### src/rtl/tcam_pkg.sv
package tcam_pkg;
  typedef enum logic [1:0] {
    VB_VALID = 2'b00,
    VB_EMPTY = 2'b01,
    VB_SKIP  = 2'b10,
    VB_RAM   = 2'b11
  } vbits_e;

  typedef enum logic [1:0] {
    WA_EXPLICIT = 2'b00,
    WA_AREG     = 2'b01,
    WA_FREE     = 2'b10,
    WA_HPM      = 2'b11
  } wsrc_e;

  typedef enum logic [1:0] {
    MS_NONE = 2'b00,
    MS_A    = 2'b01,
    MS_B    = 2'b10,
    MS_RSVD = 2'b11
  } msel_e;
endpackage

### src/rtl/tcam_part_mask.sv
module tcam_part_mask #(
  parameter int DATA_W = 64,
  parameter int SEG_W  = 16
) (
  input  logic [2:0]        part_i,
  output logic [DATA_W-1:0] care_o
);
  localparam int SEGS = DATA_W / SEG_W;

  for (genvar s = 0; s < SEGS; s++) begin : g_seg
    logic ram_seg;
    always_comb begin
      if (part_i[2]) ram_seg = (s >= SEGS - int'(part_i[1:0]));
      else           ram_seg = (s < int'(part_i[1:0]));
    end
    assign care_o[s*SEG_W +: SEG_W] = {SEG_W{~ram_seg}};
  end
endmodule

### src/rtl/tcam_match_line.sv
module tcam_match_line #(
  parameter int DATA_W = 64
) (
  input  logic [DATA_W-1:0] entry_i,
  input  logic [1:0]        vb_i,
  input  logic [DATA_W-1:0] key_i,
  input  logic [DATA_W-1:0] ign_i,
  input  logic [1:0]        cond_i,
  output logic              hit_o
);
  logic [DATA_W-1:0] diff;
  assign diff  = (entry_i ^ key_i) & ~ign_i;
  assign hit_o = (vb_i == cond_i) && (diff == '0);
endmodule

### src/rtl/tcam_prio_enc.sv
module tcam_prio_enc #(
  parameter int N  = 16,
  parameter int AW = 4
) (
  input  logic [N-1:0]  req_i,
  output logic          found_o,
  output logic [AW-1:0] idx_o
);
  always_comb begin
    idx_o = '0;
    for (int i = N - 1; i >= 0; i--) begin
      if (req_i[i]) idx_o = AW'(i);
    end
  end
  assign found_o = |req_i;
endmodule

### src/rtl/tcam_array.sv
module tcam_array
  import tcam_pkg::*;
#(
  parameter int N_ENTRIES = 16,
  parameter int DATA_W    = 64,
  parameter int SEG_W     = 16,
  localparam int AW       = $clog2(N_ENTRIES)
) (
  input  logic              clk_i,
  input  logic              rst_ni,
  input  logic              ctrl_we_i,
  input  logic [2:0]        ctrl_part_i,
  input  logic [1:0]        ctrl_msel_i,
  input  logic              mask_we_i,
  input  logic              mask_sel_i,
  input  logic [DATA_W-1:0] mask_data_i,
  input  logic              areg_we_i,
  input  logic [AW-1:0]     areg_i,
  input  logic              wr_i,
  input  logic [1:0]        wr_src_i,
  input  logic [AW-1:0]     wr_addr_i,
  input  logic [DATA_W-1:0] wr_data_i,
  input  logic [1:0]        wr_vb_i,
  input  logic [1:0]        wr_msel_i,
  input  logic [AW-1:0]     rd_addr_i,
  output logic [DATA_W-1:0] rd_data_o,
  output logic [1:0]        rd_vb_o,
  input  logic              cmp_i,
  input  logic [1:0]        cmp_cond_i,
  input  logic [DATA_W-1:0] cmp_key_i,
  output logic              match_o,
  output logic              multi_o,
  output logic [AW-1:0]     hpm_addr_o,
  output logic [AW-1:0]     free_addr_o,
  output logic              full_o
);
  localparam logic [AW:0] N_LIM = (AW+1)'(N_ENTRIES);

  logic [DATA_W-1:0] mem_q [N_ENTRIES];
  logic [1:0]        vb_q  [N_ENTRIES];
  logic [2:0]        part_q;
  msel_e             msel_q;
  logic [DATA_W-1:0] mask_a_q, mask_b_q;
  logic [AW-1:0]     areg_q;
  logic              match_q, multi_q;
  logic [AW-1:0]     hpm_q;

  function automatic logic [DATA_W-1:0] pick_mask(input msel_e s,
                                                  input logic [DATA_W-1:0] ma,
                                                  input logic [DATA_W-1:0] mb);
    case (s)
      MS_A:    return ma;
      MS_B:    return mb;
      default: return '0;
    endcase
  endfunction

  // control and mask registers
  always_ff @(posedge clk_i or negedge rst_ni) begin
    if (!rst_ni) begin
      part_q   <= 3'b000;
      msel_q   <= MS_NONE;
      mask_a_q <= '0;
      mask_b_q <= '0;
      areg_q   <= '0;
    end else begin
      if (ctrl_we_i) begin
        part_q <= ctrl_part_i;
        msel_q <= msel_e'(ctrl_msel_i);
      end
      if (mask_we_i) begin
        if (mask_sel_i) mask_b_q <= mask_data_i;
        else            mask_a_q <= mask_data_i;
      end
      if (areg_we_i) areg_q <= areg_i;
    end
  end

  // compare path
  logic [DATA_W-1:0] care_bits, ign_bits;
  logic [N_ENTRIES-1:0] hit_vec, empty_vec;
  logic hit_any, free_any;
  logic [AW-1:0] hit_idx, free_idx;
  logic hit_multi;

  tcam_part_mask #(.DATA_W(DATA_W), .SEG_W(SEG_W)) u_part (
    .part_i (part_q),
    .care_o (care_bits)
  );

  // empty-condition compares ignore all data
  assign ign_bits = (cmp_cond_i == VB_EMPTY) ? {DATA_W{1'b1}}
                  : (~care_bits | pick_mask(msel_q, mask_a_q, mask_b_q));

  for (genvar e = 0; e < N_ENTRIES; e++) begin : g_line
    tcam_match_line #(.DATA_W(DATA_W)) u_line (
      .entry_i (mem_q[e]),
      .vb_i    (vb_q[e]),
      .key_i   (cmp_key_i),
      .ign_i   (ign_bits),
      .cond_i  (cmp_cond_i),
      .hit_o   (hit_vec[e])
    );
    assign empty_vec[e] = (vb_q[e] == VB_EMPTY);
  end

  tcam_prio_enc #(.N(N_ENTRIES), .AW(AW)) u_hit_enc (
    .req_i   (hit_vec),
    .found_o (hit_any),
    .idx_o   (hit_idx)
  );

  tcam_prio_enc #(.N(N_ENTRIES), .AW(AW)) u_free_enc (
    .req_i   (empty_vec),
    .found_o (free_any),
    .idx_o   (free_idx)
  );

  assign hit_multi = |(hit_vec & (hit_vec - N_ENTRIES'(1)));

  always_ff @(posedge clk_i or negedge rst_ni) begin
    if (!rst_ni) begin
      match_q <= 1'b0;
      multi_q <= 1'b0;
      hpm_q   <= '0;
    end else if (cmp_i) begin
      match_q <= hit_any;
      multi_q <= hit_multi;
      hpm_q   <= hit_idx;
    end else if (wr_i) begin
      match_q <= 1'b0;
      multi_q <= 1'b0;
      hpm_q   <= '0;
    end
  end

  // write path
  logic [AW-1:0]     wr_idx;
  logic              wr_ok, wr_go;
  logic [DATA_W-1:0] wmask;

  always_comb begin
    wr_ok = 1'b1;
    case (wsrc_e'(wr_src_i))
      WA_EXPLICIT: wr_idx = wr_addr_i;
      WA_AREG:     wr_idx = areg_q;
      WA_FREE: begin
        wr_idx = free_idx;
        wr_ok  = free_any;
      end
      default: begin
        wr_idx = hpm_q;
        wr_ok  = match_q;
      end
    endcase
  end

  assign wr_go = wr_i && wr_ok && ({1'b0, wr_idx} < N_LIM);
  assign wmask = pick_mask(msel_e'(wr_msel_i), mask_a_q, mask_b_q);

  always_ff @(posedge clk_i or negedge rst_ni) begin
    if (!rst_ni) begin
      for (int i = 0; i < N_ENTRIES; i++) begin
        mem_q[i] <= '0;
        vb_q[i]  <= VB_EMPTY;
      end
    end else if (wr_go) begin
      mem_q[wr_idx] <= (mem_q[wr_idx] & wmask) | (wr_data_i & ~wmask);
      vb_q[wr_idx]  <= wr_vb_i;
    end
  end

  // outputs
  always_comb begin
    rd_data_o = '0;
    rd_vb_o   = VB_EMPTY;
    if ({1'b0, rd_addr_i} < N_LIM) begin
      rd_data_o = mem_q[rd_addr_i];
      rd_vb_o   = vb_q[rd_addr_i];
    end
  end

  assign match_o     = match_q;
  assign multi_o     = multi_q;
  assign hpm_addr_o  = hpm_q;
  assign free_addr_o = free_idx;
  assign full_o      = ~free_any;

  AST_MULTI_NEEDS_MATCH: assert property (@(posedge clk_i) disable iff (!rst_ni)
    multi_o |-> match_o);
  AST_WRITE_CLEARS: assert property (@(posedge clk_i) disable iff (!rst_ni)
    (wr_i && !cmp_i) |=> (!match_o && !multi_o));
  AST_RESULT_HOLDS: assert property (@(posedge clk_i) disable iff (!rst_ni)
    (!cmp_i && !wr_i) |=> ($stable(match_o) && $stable(multi_o) && $stable(hpm_addr_o)));
  AST_FREE_IS_EMPTY: assert property (@(posedge clk_i) disable iff (!rst_ni)
    !full_o |-> (vb_q[free_addr_o] == VB_EMPTY));
  AST_FREE_LOWEST: assert property (@(posedge clk_i) disable iff (!rst_ni)
    !full_o |-> ((empty_vec & ((N_ENTRIES'(1) << free_addr_o) - N_ENTRIES'(1))) == '0));
endmodule

### config.mk
export PLATFORM = sky130hd
export DESIGN_NAME = tcam_array
export DESIGN_NICKNAME = d
export VERILOG_FILES = /design/src/rtl/tcam_pkg.sv /design/src/rtl/tcam_part_mask.sv /design/src/rtl/tcam_match_line.sv /design/src/rtl/tcam_prio_enc.sv /design/src/rtl/tcam_array.sv
export SDC_FILE = /design/constraint.sdc
export NUM_CORES = 2
export LEC_CHECK = 0
export CORE_UTILIZATION = 50
export DETAILED_ROUTE_END_ITERATION = 12
export PLACE_DENSITY = 0.79
export SETUP_SLACK_MARGIN = 0.02
export SYNTH_ARGS = -nofsm -noshare
export SYNTH_HDL_FRONTEND = slang
export SYNTH_HIERARCHICAL = 1
export SYNTH_SLANG_ARGS = --single-unit
### constraint.sdc
create_clock -name clk_i -period 10 [get_ports clk_i]
set_input_delay 2.5 -clock clk_i [delete_from_list [all_inputs] [get_ports clk_i]]
set_output_delay 2.5 -clock clk_i [all_outputs]
set_load 0.01 [all_outputs]
==> Flow_metrics.wiki <==
{| class="wikitable"
! Metric !! Value
|-
| Vertical die dimension || 401 um
|-
| Cells along the critical path || buf_8, buf_4, mux4_2, mux4_2, clkdlybuf4s50_1
|-
| Tightest hold margin || 0.513 ns
|-
| Yosys synthesis warning count || 6
|-
| Measured slew at the worst slew-check pin || 1.42 ns
|-
| Async set-reset flop share out of synthesis || 100%
|-
| Combined area of all synthesized cells || 0.0796 mm2
|-
| Setup repair after global routing missed its margin || false
|-
| Combinational power share || 44.2%
|-
| Cell Area, Placed || 0.0835 mm2
|-
| Number of buffers created by CTS || 135
|-
| Clock Root Buffer || sky130_fd_sc_hd__clkbuf_16
|-
| Sink Count || 1199
|-
| Data required, critical path || 7.50 ns
|-
| Top Family by Delay on Critical Path || buffers and inverters
|-
| Psw || 11.5 mW
|-
| Horizontal die dimension || 401 um
|-
| Arrival time worst endpoint || 5.62 ns
|-
| Gr ovfl total || 0
|-
| Worst IR Drop VDD || 211 uV
|-
| Outcome || finished with violations
|-
| Cell Count, Final, Fillers Out || 9803
|-
| Vias per std cell || 7.20
|-
| Worst Path Buf+Inv || 3
|-
| LEAKAGE || 33.1 nW
|-
| Via count || 70600
|-
| Synthesized flop and latch total || 1199
|-
| Commonest cells after routing, fill and taps aside || 1183 x sky130_fd_sc_hd__dfrtp_1, 1175 x sky130_fd_sc_hd__nand2_1, 1056 x sky130_fd_sc_hd__xnor2_1, 550 x sky130_fd_sc_hd__mux2i_1, 547 x sky130_fd_sc_hd__o22ai_1
|-
| Highest clock frequency the design can meet || 0.123 GHz
|-
| Sum of net half-perimeters after detailed placement || 227000 um
|-
| Std cell rows || 146
|-
| Clock tree from TritonCTS || yes
|-
| Dominant register cell in the synthesized netlist || sky130_fd_sc_hd__dfrtp_1
|-
| Class of the tightest hold or removal check || reg -> reg
|-
| Failing checks || DRC
|-
| DR pass1 iterations || 11
|-
| Average wire length per cell after detail routing || 34.6 um
|-
| Number of instances resized during post-cts repair || 0
|-
| Placed cells || 9531
|-
| Minimum clock period after layout || 8.12 ns
|-
| Buffers inserted during post-CTS setup optimization || 0
|-
| Largest stage delay on the critical path || 0.68 ns
|-
| Antenna violations before repair || 42
|-
| Overall power after layout || 26.2 mW
|-
| Finish-stage setup viols || 0
|-
| Multi-input gate area in the final layout || 0.0465 mm2
|-
| Hold-fix buffer count after cts || 0
|-
| Worst setup path class || in -> out
|-
| Total count of max-transition violations in the final report || 0
|-
| Critical-path maximum fanout || 72
|-
| Cell-internal power || 14.7 mW
|-
| Final-report hold violation count || 0
|-
| Clock Skew || 0.0556 ns
|-
| Maximum number of pins on one net before global-route repair || 180
|-
| Worst-case headroom to the max-slew limit || 4.60%
|-
| Number of distinct library cell variants in the gate-level netlist after synthesis || 57
|-
| Slowest stage cell, crit path || sky130_fd_sc_hd__buf_8
|-
| Proportion of layout cells with a drive suffix above 1 || 13.9%
|-
| Part of the total power dissipated in the clock network || 20.3%
|-
| Sw Share || 43.9%
|-
| Syn nets || 7892
|-
| Number of buffers on the longest clock path || 3
|-
| Sequential element share of the synthesized area || 37.7%
|-
| Number of primary I/O pins || 302
|-
| Port Buffers || 301
|-
| Starting DRT DRC Count || 11800
|-
| Total negative slack for setup checks || 0 ns
|-
| Initial core utilization || 50.3%
|-
| Final nets || 7825
|-
| Wire length of the first global-routing pass || 484000 um
|-
| Leading cell type in the layout, fill and taps excluded || sky130_fd_sc_hd__dfrtp_1
|-
| Number of flops mapped to enable cells by yosys || 0
|-
| Number of instances in the synthesized netlist || 7663
|-
| Tot GR Track Use || 41.4%
|-
| Storage element area || 0.0300 mm2
|-
| Area overhead of the layout relative to synthesis || 10.8%
|-
| Area of the core region || 0.158 mm2
|-
| Post-CTS clock slew at the launch and capture registers of the worst setup and hold paths || 0.06 ns
|-
| DRC violations left || 3
|-
| Kind of launch point of the worst setup path || primary input
|-
| CP endpoint kind || output port
|-
| Detailed Route WL || 339000 um
|-
| PwrDens || 297 mW/mm2
|-
| Source-to-sink clock delay at the later pin of the worst-skew pair || 0.82 ns
|-
| Depth of the CTS H-tree || 4
|-
| Post-route cell area || 0.0882 mm2
|-
| Die ar. || 0.161 mm2
|-
| Reg power frac || 35.5%
|-
| Vias in the first global route || 66900
|-
| Cell type with the highest occurrence count on the critical path || sky130_fd_sc_hd__mux4_2
|-
| Routability cong. || 1.19
|-
| Share of the clock period used by the worst path || 81.2%
|-
| Count of nets left with antenna violations after detail routing || 0
|-
| Fillers || 13100
|-
| Mean area per synthesized cell || 10.4 um2
|-
| Max-cap viol count || 0
|}
[sequential cells by signal (all words and copies together), names as in the netlist]
name	flops
mask_a_q	64
multi_o	1
hpm_addr_o	4
mem_q	1024
vb_q	32
mask_b_q	64
match_o	1
msel_q	2
part_q	3
areg_q	4
[final cells by class]
type | count | area share (%)
Multi-Input combinational cell | 5823 | 52.8
Tap cell | 2072 | 2.94
Inverter | 15 | 0.0667
Clock inverter | 57 | 0.827
Timing Repair Buffer | 422 | 4.83
Clock buffer | 188 | 4.46
Antenna cell | 27 | 0.0766
Sequential cell | 1199 | 34.0
[power by group through the flow]
stage	Clock, mW	Combinational, mW	Sequential (mW)
5_1_grt	5.50	12.0	9.47
6_report	5.32	11.6	9.31
2_1_floorplan	0	7.67	8.33
4_1_cts	5.30	11.1	9.16
3_5_place_dp	0	11.0	9.23
3_3_place_gp	0	10.7	9.11
[routing by layer]
| metal | track usage (%) | routed length, um | up-vias |
|---|---|---|---|
| met5 | 0.922 | 583 | - |
| met1 | 50.6 | 115000 | 34500 |
| met2 | 56.7 | 138000 | 6016 |
| met4 | 32.3 | 31800 | 32 |
| li1 | - | - | 28600 |
| met3 | 18.0 | 53800 | 1470 |
[worst reg2reg max path: cells and delay by family (launching register included)]
family	cells	cell delay, ns
AO/OA/AOI/OAI	6	2.46
flip-flops	1	0.41
buffers and inverters	2	0.81
AND/OR/NAND/NOR	5	2.24
adder cells (fa/ha/maj)	1	0.65
[kinds of logic after synthesis]
logic type | count (synthesis) | share of synthesized area, %
mux | 1054 | 18.8
xor+xnor | 1056 | 11.6
compound gates | 2094 | 19.0
buf+inv | 641 | 4.20
flops | 1199 | 37.7
simple gates | 1613 | 8.58
fa+ha+maj | 6 | 0.0880
[cell usage after synthesis, drive strengths merged (47+ instances only)]
library cell,instances,share of area [%]
a22oi,128,1.2
a31oi,52,1.3
buf,356,2.9
clkbuf,270,1.3
dfrtp,1183,37
mux2,170,2.4
mux2i,550,6.9
mux4,334,9.5
nand2,1185,5.6
nor2,151,0.72
nor3,83,0.62
nor4,118,1.1
o211ai,160,1.5
o21ai,530,3.3
o221ai,47,0.52
o22ai,563,4.6
o31ai,515,4.9
o32ai,64,1.4
xnor2,1056,12
[worst paths after layout]
| path | startpoint | endpoint | slack, ns | depth (start not counted) |
|---|---|---|---|---|
| worst min register to register | areg_q[0] | areg_q[0] | 0.51 | 1 |
| worst min-delay path | areg_q[0] | areg_q[0] | 0.51 | 1 |
| worst max-delay path | rd_addr_i[0] | rd_data_o[47] | 1.88 | 5 |
| worst max register to register | msel_q[0] | hpm_addr_o[1] | 3.38 | 14 |
| min in group asynchronous | rst_ni | mask_a_q[8] | 1.77 | 1 |
| max in group asynchronous | rst_ni | mem_q[87] | 5.98 | 3 |
[per-stage QoR]
| stage | setup WS (ns) | util, % |
|---|---|---|
| after floorplan | 2.90 | - |
| after global placement | 1.96 | 52.8 |
| after detailed placement | 1.92 | 52.8 |
| after CTS | 1.92 | 55.7 |
| after global routing | 1.80 | 55.7 |
| final | 1.88 | 55.7 |
No activity file was read; power rests on OpenSTA's default activity.
